[config.mk]
export PLATFORM = sky130hd
export DESIGN_NAME = bus_responder
export DESIGN_NICKNAME = d
export VERILOG_FILES = /design/src/rtl/bus_resp_pkg.sv /design/src/rtl/addr_window.sv /design/src/rtl/read_bank.sv /design/src/rtl/resp_fsm.sv /design/src/rtl/bus_responder.sv
export SDC_FILE = /design/constraint.sdc
export NUM_CORES = 1
export LEC_CHECK = 0
export ABC_AREA = 1
export BUFFER_PORTS_ARGS = -buffer_cell sky130_fd_sc_hd__buf_2
export CAP_MARGIN = 20
export CORE_MARGIN = 2
export CORE_UTILIZATION = 40
export CTS_CLUSTER_SIZE = 14
export DETAILED_ROUTE_END_ITERATION = 10
export PLACE_DENSITY = 0.73
export SLEW_MARGIN = 20
export SYNTH_ARGS = -nofsm -noshare
export SYNTH_HDL_FRONTEND = slang
export SYNTH_SLANG_ARGS = --single-unit
export TNS_END_PERCENT = 30
[constraint.sdc]
create_clock -name clk -period 1.1 [get_ports clk]
set_input_delay 0.055 -clock clk [delete_from_list [all_inputs] [get_ports clk]]
set_output_delay 0.055 -clock clk [all_outputs]
set_load 0.005 [all_outputs]
[src/rtl/bus_resp_pkg.sv]
package bus_resp_pkg;

    typedef enum logic [2:0] {
        ST_IDLE,
        ST_WAIT,
        ST_ACK,
        ST_HOLD,
        ST_RELEASE
    } resp_state_t;

    localparam int WORD_MUL = 59;
    localparam int WORD_ADD = 165;

    function automatic logic [31:0] bank_word(input int idx);
        return 32'(idx * WORD_MUL + WORD_ADD);
    endfunction

endpackage

[src/rtl/addr_window.sv]
module addr_window #(
    parameter int          AW        = 16,
    parameter int          WORDS     = 8,
    parameter logic [31:0] BASE_ADDR = 32'h40
) (
    input  logic [AW-1:0]              addr,
    output logic                       hit,
    output logic [$clog2(WORDS)-1:0]   offset
);
    localparam int OW = $clog2(WORDS);
    localparam logic [AW-1:0] BASE_V = BASE_ADDR[AW-1:0];

    assign hit    = (addr[AW-1:OW] == BASE_V[AW-1:OW]);
    assign offset = addr[OW-1:0];

    initial begin
        assert (WORDS >= 2 && (1 << OW) == WORDS)
            else $error("WORDS must be a power of two >= 2");
    end
endmodule

[src/rtl/read_bank.sv]
module read_bank #(
    parameter int DW    = 8,
    parameter int WORDS = 8
) (
    input  logic                     en,
    input  logic [$clog2(WORDS)-1:0] sel,
    output logic [DW-1:0]            word
);
    import bus_resp_pkg::*;

    logic [DW-1:0] words [WORDS];

    for (genvar g = 0; g < WORDS; g++) begin : g_word
        localparam logic [31:0] VAL = bank_word(g);
        assign words[g] = VAL[DW-1:0];
    end

    assign word = en ? words[sel] : '0;
endmodule

[src/rtl/resp_fsm.sv]
module resp_fsm #(
    parameter int OW        = 3,
    parameter int REACT_CYC = 1,
    parameter int HOLD_CYC  = 2
) (
    input  logic          clk,
    input  logic          rst_n,
    input  logic          req_n,
    input  logic          dir_rd,
    input  logic          hit,
    input  logic [OW-1:0] offset,
    output logic          rdy_n,
    output logic          drive_en,
    output logic [OW-1:0] off_q
);
    import bus_resp_pkg::*;

    localparam int CNT_MAX = (REACT_CYC > HOLD_CYC) ? REACT_CYC : HOLD_CYC;
    localparam int CW      = $clog2(CNT_MAX + 1);

    resp_state_t state, nxt;
    logic          req_prev;
    logic [CW-1:0] wcnt, hcnt;
    logic          accept;

    assign accept = !req_n && req_prev && dir_rd && hit;

    always_comb begin
        nxt = state;
        unique case (state)
            ST_IDLE:    if (accept) nxt = (REACT_CYC <= 1) ? ST_ACK : ST_WAIT;
            ST_WAIT:    if (req_n) nxt = ST_IDLE;
                        else if (int'(wcnt) == REACT_CYC - 2) nxt = ST_ACK;
            ST_ACK:     nxt = req_n ? ST_IDLE : ST_HOLD;
            ST_HOLD:    if (req_n) nxt = ST_IDLE;
                        else if (int'(hcnt) == HOLD_CYC - 1) nxt = ST_RELEASE;
            ST_RELEASE: if (req_n) nxt = ST_IDLE;
            default:    nxt = ST_IDLE;
        endcase
    end

    always_ff @(posedge clk or negedge rst_n) begin
        if (!rst_n) begin
            state    <= ST_IDLE;
            req_prev <= 1'b1;
            wcnt     <= '0;
            hcnt     <= '0;
            off_q    <= '0;
        end else begin
            state    <= nxt;
            req_prev <= req_n;
            wcnt     <= (state == ST_WAIT) ? wcnt + 1'b1 : '0;
            hcnt     <= (state == ST_HOLD) ? hcnt + 1'b1 : '0;
            if (state == ST_IDLE && accept) off_q <= offset;
        end
    end

    always_comb begin
        rdy_n    = 1'b1;
        drive_en = 1'b0;
        unique case (state)
            ST_ACK:     rdy_n = 1'b0;
            ST_HOLD:    begin rdy_n = 1'b0; drive_en = 1'b1; end
            ST_RELEASE: drive_en = 1'b1;
            default:    ;
        endcase
    end

    // Checker: cycles from an accepted strobe edge to acknowledge
    logic        chk_prev;
    logic [31:0] pend;
    always_ff @(posedge clk or negedge rst_n) begin
        if (!rst_n) begin
            chk_prev <= 1'b1;
            pend     <= '0;
        end else begin
            chk_prev <= req_n;
            if (pend == 0 && !req_n && chk_prev && dir_rd && hit && rdy_n)
                pend <= 32'd1;
            else if (pend != 0 && rdy_n && !req_n)
                pend <= pend + 32'd1;
            else
                pend <= '0;
        end
    end

    assert_react_bound_R2: assert property (@(posedge clk) disable iff (!rst_n)
        pend <= 32'(REACT_CYC));

    assert_oe_after_ack_R3: assert property (@(posedge clk) disable iff (!rst_n)
        $rose(drive_en) |-> (!rdy_n && $past(!rdy_n)));

    assert_ack_release_driven_R4: assert property (@(posedge clk) disable iff (!rst_n)
        ($rose(rdy_n) && !$past(req_n)) |-> drive_en);

    assert_bus_released_R5: assert property (@(posedge clk) disable iff (!rst_n)
        $past(req_n) |-> (rdy_n && !drive_en));
endmodule

[src/rtl/bus_responder.sv]
module bus_responder #(
    parameter int          AW        = 16,
    parameter int          DW        = 8,
    parameter int          WORDS     = 8,
    parameter logic [31:0] BASE_ADDR = 32'h40,
    parameter int          REACT_CYC = 1,
    parameter int          HOLD_CYC  = 2
) (
    input  logic          clk,
    input  logic          rst_n,
    input  logic          req_n,
    input  logic          dir_rd,
    input  logic [AW-1:0] addr,
    output logic          rdy_n,
    output logic          rd_oe,
    output logic [DW-1:0] rd_data
);
    localparam int OW = $clog2(WORDS);

    logic          hit;
    logic [OW-1:0] offset, off_q;

    addr_window #(.AW(AW), .WORDS(WORDS), .BASE_ADDR(BASE_ADDR)) u_win (
        .addr(addr), .hit(hit), .offset(offset)
    );

    resp_fsm #(.OW(OW), .REACT_CYC(REACT_CYC), .HOLD_CYC(HOLD_CYC)) u_fsm (
        .clk(clk), .rst_n(rst_n), .req_n(req_n), .dir_rd(dir_rd),
        .hit(hit), .offset(offset), .rdy_n(rdy_n), .drive_en(rd_oe), .off_q(off_q)
    );

    read_bank #(.DW(DW), .WORDS(WORDS)) u_bank (
        .en(rd_oe), .sel(off_q), .word(rd_data)
    );

    assert_data_stable_R3: assert property (@(posedge clk) disable iff (!rst_n)
        (rd_oe && $past(rd_oe)) |-> $stable(rd_data));

    assert_idle_data_zero_R3: assert property (@(posedge clk) disable iff (!rst_n)
        !rd_oe |-> (rd_data == '0));
endmodule

=== Yosys cells after proc, flatten, opt, wreduce, memory -nomap -nowiden ===
Memory sizes are Yosys's and may differ from the RTL's.
Cells that the tools add are included.

* Output and inout port bits: 10
* Input bits: 20
* Memories: 1
* Memory bits (writable): 0
* Word-level logic and storage cells: 39
* Flip-flop bits (word level): 9
* Latch bits: 0
* ROM bits: 64

* Reduce and logical (&&, ||, !) cells: 10
* Multiply operators: 0
* Add/sub/neg operators: 1
* Order comparisons: 1
* Equality and inequality tests: 9
* Divide/modulo/power cells: 0
* Mux-type cells: 12
* Shift operators: 0
* Bitwise logic cells: 1

{| class="wikitable"
|+ Memory list
! name !! depth !! width !! read ports !! clocked after Yosys merged registers in !! wr ports !! RTL line !! source
|-
| (no name shown) || 8 || 8 || 1 || 0 || 0 || read_bank.sv:18 || <nowiki>assign word = en ? words[sel] : '0;</nowiki>
|}

{| class="wikitable"
|+ Operator list
! cell !! number
|-
| 8-bit two-way mux || 3
|-
| 13-bit by 4-bit equality test with 1-bit output, second input constant || 1
|-
| 3-bit two-way mux || 4
|-
| 3-bit case mux with 4 select lines || 1
|-
| 3-bit by 2-bit equality test with 1-bit output, second input constant || 2
|-
| 2-bit OR reduction || 3
|-
| 4-bit >= comparator, second input constant || 1
|-
| 1-bit logical AND || 4
|-
| 2-bit two-way mux || 2
|-
| 2-bit by 1-bit inequality test with 1-bit output, second input constant || 2
|-
| 3-bit NOT with 4-bit output || 1
|-
| 3-bit by 1-bit equality test with 1-bit output, second input constant || 1
|-
| 3-bit equality test, second input constant || 1
|-
| 3-bit zero test || 1
|-
| 3-bit by 2-bit inequality test with 1-bit output, second input constant || 1
|-
| 3-bit AND reduction || 1
|-
| 2-bit by 1-bit adder with 2-bit output, second input constant || 1
|-
| 2-bit equality test, second input constant || 1
|-
| 1-bit two-way mux || 2
|-
| 1-bit zero test || 1
|}

=== Depth between registers and ports, before layout ===
Gate-level depths: netlist (run 1).

* Depth in word-level cells: 6
* Mapped depth: 9
* Gate-level depth less buffers: 9

=== Cells and area by module ===
A second synthesis (run 1) with hierarchy kept.

* Cells, all modules: 107
* Area, all modules: 679.4 µm²

{| class="wikitable"
|+ Modules (own cells, without submodules)
! module !! area an instance (µm²) !! cells each !! sequential area each (µm²) !! times used
|-
| resp_fsm || 452.9 || 58 || 226.5 || 1
|-
| read_bank || 132.6 || 28 || 0.0 || 1
|-
| addr_window || 93.8 || 21 || 0.0 || 1
|}

=== Least setup slack after synthesis (run 1) ===
OpenSTA, ideal clock, no wires.

* Kind: reg2reg
* Start point: register u_fsm.state[2]
* End point: register u_fsm.off_q[0]
* Slack: 0.012 ns
* Setup time: 0.123 ns
* Data required time: 0.977 ns
* Arrival: 0.964 ns
* Stages on the path, launching flop included: 7
* Period minus slack after synthesis: 1.088 ns
* Path buffers: 0
* Cell sequence: dfrtp_1 -> inv_1 -> nand2_1 -> nor2_1 -> nand3_1 -> nand2_1 -> o21ai_1

* Longest elaborated chain between the ends: 2

{| class="wikitable"
|+ Ends and longest elaborated chain
! element !! RTL line !! source
|-
| from (decl) || resp_fsm.sv:21 || <nowiki>resp_state_t state, nxt;</nowiki>
|-
| from (signal assigned) || resp_fsm.sv:50 || <nowiki>state <= nxt;</nowiki>
|-
| 3-bit zero test || resp_fsm.sv:54 || <nowiki>if (state == ST_IDLE && accept) off_q <= offset;</nowiki>
|-
| 1-bit logical AND || resp_fsm.sv:54 ||
|-
| to (signal assigned) || resp_fsm.sv:54 ||
|-
| to (decl) || resp_fsm.sv:14 || <nowiki>output logic [OW-1:0] off_q</nowiki>
|}

No other way between the ends.
A chain may end at the register's enable or synchronous reset.

=== Worst setup path in the final report (run 1) ===
* Start point: register u_fsm.off_q[1]
* End point: output port rd_data[2]

* Longest elaborated chain between the ends: 5

{| class="wikitable"
|+ Ends and longest elaborated chain
! element !! RTL line !! source
|-
| 3-bit NOT with 4-bit output (not written as such) || read_bank.sv:18 ||
|-
| memory read 8 x 8 bit || n/a ||
|-
| 8-bit two-way mux (not written as such) (2 in series) || read_bank.sv:18 ||
|-
| 8-bit two-way mux || read_bank.sv:18 ||
|-
| to (decl) || bus_responder.sv:16 || <nowiki>output logic [DW-1:0] rd_data</nowiki>
|}

No other way between the ends. The select of a mux whose other input is x is not followed.

==> results.toml, run 1 <==
[outcome]
status = "finished with violations"
violations = "negative setup slack"

[cells_and_area]
fillers = 133
syn2layout_area_growth_pct = 61.8
nets = 177
layout-drive-gt1-share_pct = 46.1
num_antenna_cells = 0

[die]
fp.dieH_um = 44.7
rows = 14
fp.dieW_um = 44.7
initial_utilization_pct = 43.4
die-area_um2 = 2000
io_pins = 30
coreArea_um2 = 1520

[synth]
synth_cell_types = 21
synthCells = 102
avgSynthCellArea_um2 = 6.49
ys_ff_latch = 9
synth_top_area_share_pct = 30.2
ys_seq_area_share_pct = 34.2
synth.top_cells.by_area = "dfrtp_1, nor2_1, nand2_1, inv_1, ha_1"
ys_warn_count = 0
yosys.area.top_type = "dfrtp_1"
synth_nets = 126
syn-cell-area_um2 = 662

[sta]
finalHoldViolations = 0
tns_ns = -2.73
fin_ws_ns = -0.274
hold_ws_ns = 0.0201
layout_worst_path_cycle_share_pct = 125
tightest_slew_ns = 0.264
rsz0062_at_grt = "true"
max_slew_margin_pct = 82.4
setup_viol = 17
final_max_slew_viol_count = 0
fin_crit_ns = 1.37
fmax_ghz = 0.728
clock-skew-final_ns = 0.00864

[hold_path]
hp-class = "input port to flop"
worstHoldStart = "addr[1]"

[power_and_ir_drop]
p_per_area_nw_per_um2 = 1380
irDropWorstVdd_uv = 747
p_leak_nw = 0.581

[setup_path]
critPathKind = "flop to output port"
end_kind = "output port"
critPathMaxFanout = 2
cp.arrival_ns = 1.32
ff2ff_setup_slack_ns = -0.19
worstSetupStartpoint = "u_fsm.off_q[1]"
r2r_start = "u_fsm.state[0]"
startpoint_type = "flop"
cp.required_ns = 1.04

[cts]
cts.sinks = 9
cts_inserted_buffers = 3
clk_latency_ns = 0.26
cts_root_buf = "clkbuf_4"
clockBufferDepth = 2
cts_tree = "built"
path_clk_slew_ns = 0.06
cts_htree_levels = 1

[global_route]
grt_first_pass_wirelength_mm = 2.96
first_global_vias = 774
grt_max_degree = 10
grt_overflow = 0
antenna_found_initial = 0
grtUsageTotal_pct = 20.7

[drt]
drc_errors = 0
dr.first_iter.drc_count = 4
postRouteAntennaNets = 0
wl_per_cell_um = 10.8
firstDrtPassIters = 4
vias = 783
wl_mm = 1.81
avgViaCountPerCell = 4.66

[placement]
io_buffers = 29
hpwl_mm = 1.30
gp_congestion = 0.821

[flow_run]
drv_cap = 0
## layout by cell type (no fill, tap or decap), types with 2 or more instances in the layout
cell / netlist / layout
o21ai_1: 3 / 3
nor2_1: 29 / 26
nand2_2: 1 / 4
dfrtp_2: 0 / 3
buf_6: 0 / 5
inv_2: 1 / 4
buf_2: 0 / 28
dlygate4sd3_1: 0 / 2
nand4_1: 2 / 2
nand3_1: 3 / 2
nand2_1: 24 / 21
buf_4: 0 / 11
inv_1: 16 / 13
dfrtp_1: 8 / 5
ha_2: 0 / 2
clkbuf_4: 0 / 3
nor2_2: 1 / 2
nor2_4: 0 / 2
## cell usage after synthesis
library cell / n
a21oi_2: 1
buf_1: 1
dfrtp_1: 8
dfstp_2: 1
ha_1: 4
inv_1: 16
inv_2: 1
mux2i_1: 1
nand2_1: 24
nand2_2: 1
nand3_1: 3
nand3b_1: 1
nand3b_2: 1
nand4_1: 2
nor2_1: 29
nor2_2: 1
nor3_1: 1
o21a_1: 1
o21ai_0: 1
o21ai_1: 3
xor2_1: 1
## critical path, stage by stage (launching register included)
cell	delay, ns
dfrtp_1	0.40
inv_2	0.09
ha_4	0.20
xor2_1	0.14
nor2_1	0.11
buf_2	0.12
## registers in the layout, indices dropped and copies added (netlist names)
name,cells
u_fsm.hcnt,2
u_fsm.off_q,3
u_fsm.req_prev,1
u_fsm.state,3
## metal layers
metal	global-route usage, %	up-vias	wire, µm	part of all wire, %
met5	0	-	0	0
met4	10.9	0	21	1.2
met3	4.08	2	72	4.0
met2	39.4	20	1030	57
met1	20.5	348	688	38
li1	-	413	-	-
## report_power, final
part	switching [mW]	internal, mW
clock	0.117	0.140
combinational	0.365	0.401
sequential	0.0676	0.383
## kinds of logic after synthesis
logic type	count (synthesis)	synth area share (%)
adder cells (fa/ha/maj)	4	7.56
AO/OA/AOI/OAI	6	5.48
AND/OR/NAND/NOR	63	39.7
buffers and inverters	18	10.2
flip-flops	9	34.2
multiplexers	1	1.51
XOR/XNOR	1	1.32
## cell type report
cell class                      instances  area [µm²]  share of cell area, %
Timing Repair Buffer                   46         299                   27.9
Clock buffer                            4        26.3                   2.45
Multi-Input combinational cell         76         432                   40.3
Tap cell                               16        20.0                   1.87
Sequential cell                         9         230                   21.5
Inverter                               17        63.8                   5.96
## final timing paths
check | cells past startpoint | to
worst max register to register | 10 | u_fsm.state[0]
worst min-delay path | 3 | u_fsm.off_q[1]
max in group asynchronous | 2 | u_fsm.req_prev
worst min register to register | 1 | u_fsm.hcnt[0]
worst max-delay path | 5 | rd_data[2]
min in group asynchronous | 2 | u_fsm.hcnt[1]
## metrics by stage
stage | setup slack [ns] | utilization (%) | instances | total power, mW | cell area [µm²]
after detailed placement | -0.0973 | 59.9 | 158 | 0.978 | 913
after global routing | -0.343 | 70.3 | 168 | 1.60 | 1070
after CTS | -0.276 | 67.4 | 168 | 1.39 | 1030
after global placement | -0.0859 | 59.9 | 158 | 0.965 | 913
final | -0.274 | 70.3 | 168 | 1.47 | 1070
after floorplan | 0.0125 | - | 102 | 0.694 | 662
## repair_timing
action / CTS / global route
pin swaps: 6 / 7
endpoints found under the setup margin: 17 / 18
resized for setup: 10 / 14
hold buffers: 2 / 0
buffers inserted: 3 / 0
endpoints found under the hold margin: 10 / 0
gates cloned: 1 / 0
No activity file was read; power rests on OpenSTA's default activity.
==> run 2: changes to the inputs <==
Settings changed: CORE_ASPECT_RATIO set to 0.7, CORE_UTILIZATION 40 to 30, PLACE_DENSITY 0.73 to unset, RECOVER_POWER set to 25.
Clock period 1.1 ns to 1.64 ns, I/O delays scaled along.
==> results.toml, run 2 (synthesis gave the netlist of run 1 again) <==
[global_route]
antenna_found_initial = 0
grt_first_pass_wirelength_mm = 2.46
first_global_vias = 612
grt_overflow = 0
grtUsageTotal_pct = 12.9
grt_max_degree = 10

[cells_and_area]
final_common_cell = "nor2_1"
nets = 161
reg_top3 = "u_fsm.off_q (3), u_fsm.state (3), u_fsm.hcnt (2)"
num_antenna_cells = 0
layout-drive-gt1-share_pct = 27.2
final_cell_mix = "nor2_1, buf_2, nand2_1"
syn2layout_area_growth_pct = 34.2

[placement]
io_buffers = 29
gp_congestion = 0.811
hpwl_mm = 1.21
pre_cts_ws_ns = 0.372

[drt]
wl_per_cell_um = 8.57
drc_errors = 0
wl_mm = 1.44
avgViaCountPerCell = 4.09
dr.first_iter.drc_count = 14
vias = 687
postRouteAntennaNets = 0
firstDrtPassIters = 4

[flow_run]
drv_cap = 0

[setup_path]
r2r_start = "u_fsm.state[2]"
cp.required_ns = 1.56
rr_endpoint = "u_fsm.off_q[1]"
cp.arrival_ns = 1.42
critPathKind = "flop to output port"
ff2ff_setup_slack_ns = 0.33
critPathSlowestCell = "dfrtp_1"
cpPeakStageDelay_ns = 0.41
startpoint_type = "flop"
path_cells = "inv_1, ha_1, xor2_1, nor2_1, buf_2"
end_kind = "output port"
critPathMaxFanout = 5
reg2reg_depth = 6

[die]
coreArea_um2 = 2120
fp.dieW_um = 60.1
fp.dieH_um = 43.3
die-area_um2 = 2600
initial_utilization_pct = 31.2
io_pins = 30
rows = 14

[sta]
layout_worst_path_cycle_share_pct = 91.5
finalHoldViolations = 0
fin_ws_ns = 0.139
fin_crit_ns = 1.50
tightest_slew_ns = 0.522
setup_viol = 0
fmax_ghz = 0.666
tns_ns = 0
final_max_slew_viol_count = 0
rsz0062_at_grt = "false"
max_slew_margin_pct = 65.2
clock-skew-final_ns = 0.00839

[hold_path]
holdPathEnd = "u_fsm.off_q[2]"
worstHoldStart = "addr[2]"
holdPathStages = 3
hp-class = "input port to flop"

[cts]
clk_latency_ns = 0.27
cts_root_buf = "clkbuf_4"
cts_tree = "built"
cts.sinks = 9
clockBufferDepth = 2
cts_htree_levels = 1
path_clk_slew_ns = 0.07
cts_resized = 0
cts_inserted_buffers = 3

[power_and_ir_drop]
irDropWorstVdd_uv = 369
p_per_area_nw_per_um2 = 845
p_leak_nw = 0.494

[outcome]
status = "completed"
run 2: final cells by class:
cell class                 count  area, µm²
fill                         213       1230
multi-input combinational     75        368
sequential                     9        226
timing repair buffer          31        164
inverter                      17       63.8
tap                           32       40.0
clock buffer                   4       26.3
run 2: where the power goes:
group	internal (mW)	total, mW	leakage (nW)	switching (mW)
clock network	0.0940	0.179	0.0150	0.0849
logic	0.119	0.283	0.359	0.164
registers	0.252	0.288	0.120	0.0359
total	0.466	0.750	0.494	0.285
run 2: how the worst max path moves through the flow:
stage	start	endpoint	slack, ns
after global placement	u_fsm.state[2]	u_fsm.off_q[0]	0.35
after CTS	u_fsm.off_q[1]	rd_data[2]	0.13
final	u_fsm.off_q[1]	rd_data[2]	0.14
after global routing	u_fsm.off_q[1]	rd_data[2]	0.04
after floorplan	u_fsm.state[2]	u_fsm.off_q[0]	0.55
after detailed placement	u_fsm.state[2]	u_fsm.off_q[1]	0.37
run 2: critical path: cells and delay by family, from the launching register on:
kind                       cells  cell delay (ns)
adders and majority gates      1             0.29
DFF                            1             0.41
and+or+nand+nor                1             0.09
buffers and inverters          2             0.22
xor gates and xnor gates       1             0.14
run 2: per-layer routing:
metal / GRT usage, % / share of wire (%) / up-vias
met5: 0 / 0 / -
met4: 2.22 / 0 / 0
met3: 6.40 / 5.3 / 0
met2: 18.3 / 45 / 13
met1: 17.9 / 49 / 296
li1: - / - / 378
run 2: timing repair:
| item | CTS | global route |
|---|---|---|
| hold buffers | 2 | 0 |
| buffers inserted | 0 | 0 |
| endpoints found under the hold margin | 10 | 0 |
run 2: metrics by stage:
stage                     cells  utilization, %  hold WS, ns  cell area (µm²)  total power [mW]
after floorplan             102               -       -0.214              662             0.466
after global placement      162            39.8      -0.0522              843             0.570
after detailed placement    162            39.8      -0.0497              843             0.574
after CTS                   168            42.0       0.0475              890             0.759
after global routing        168            41.9       0.0505              888             0.818
final                       168            41.9       0.0510              888             0.750
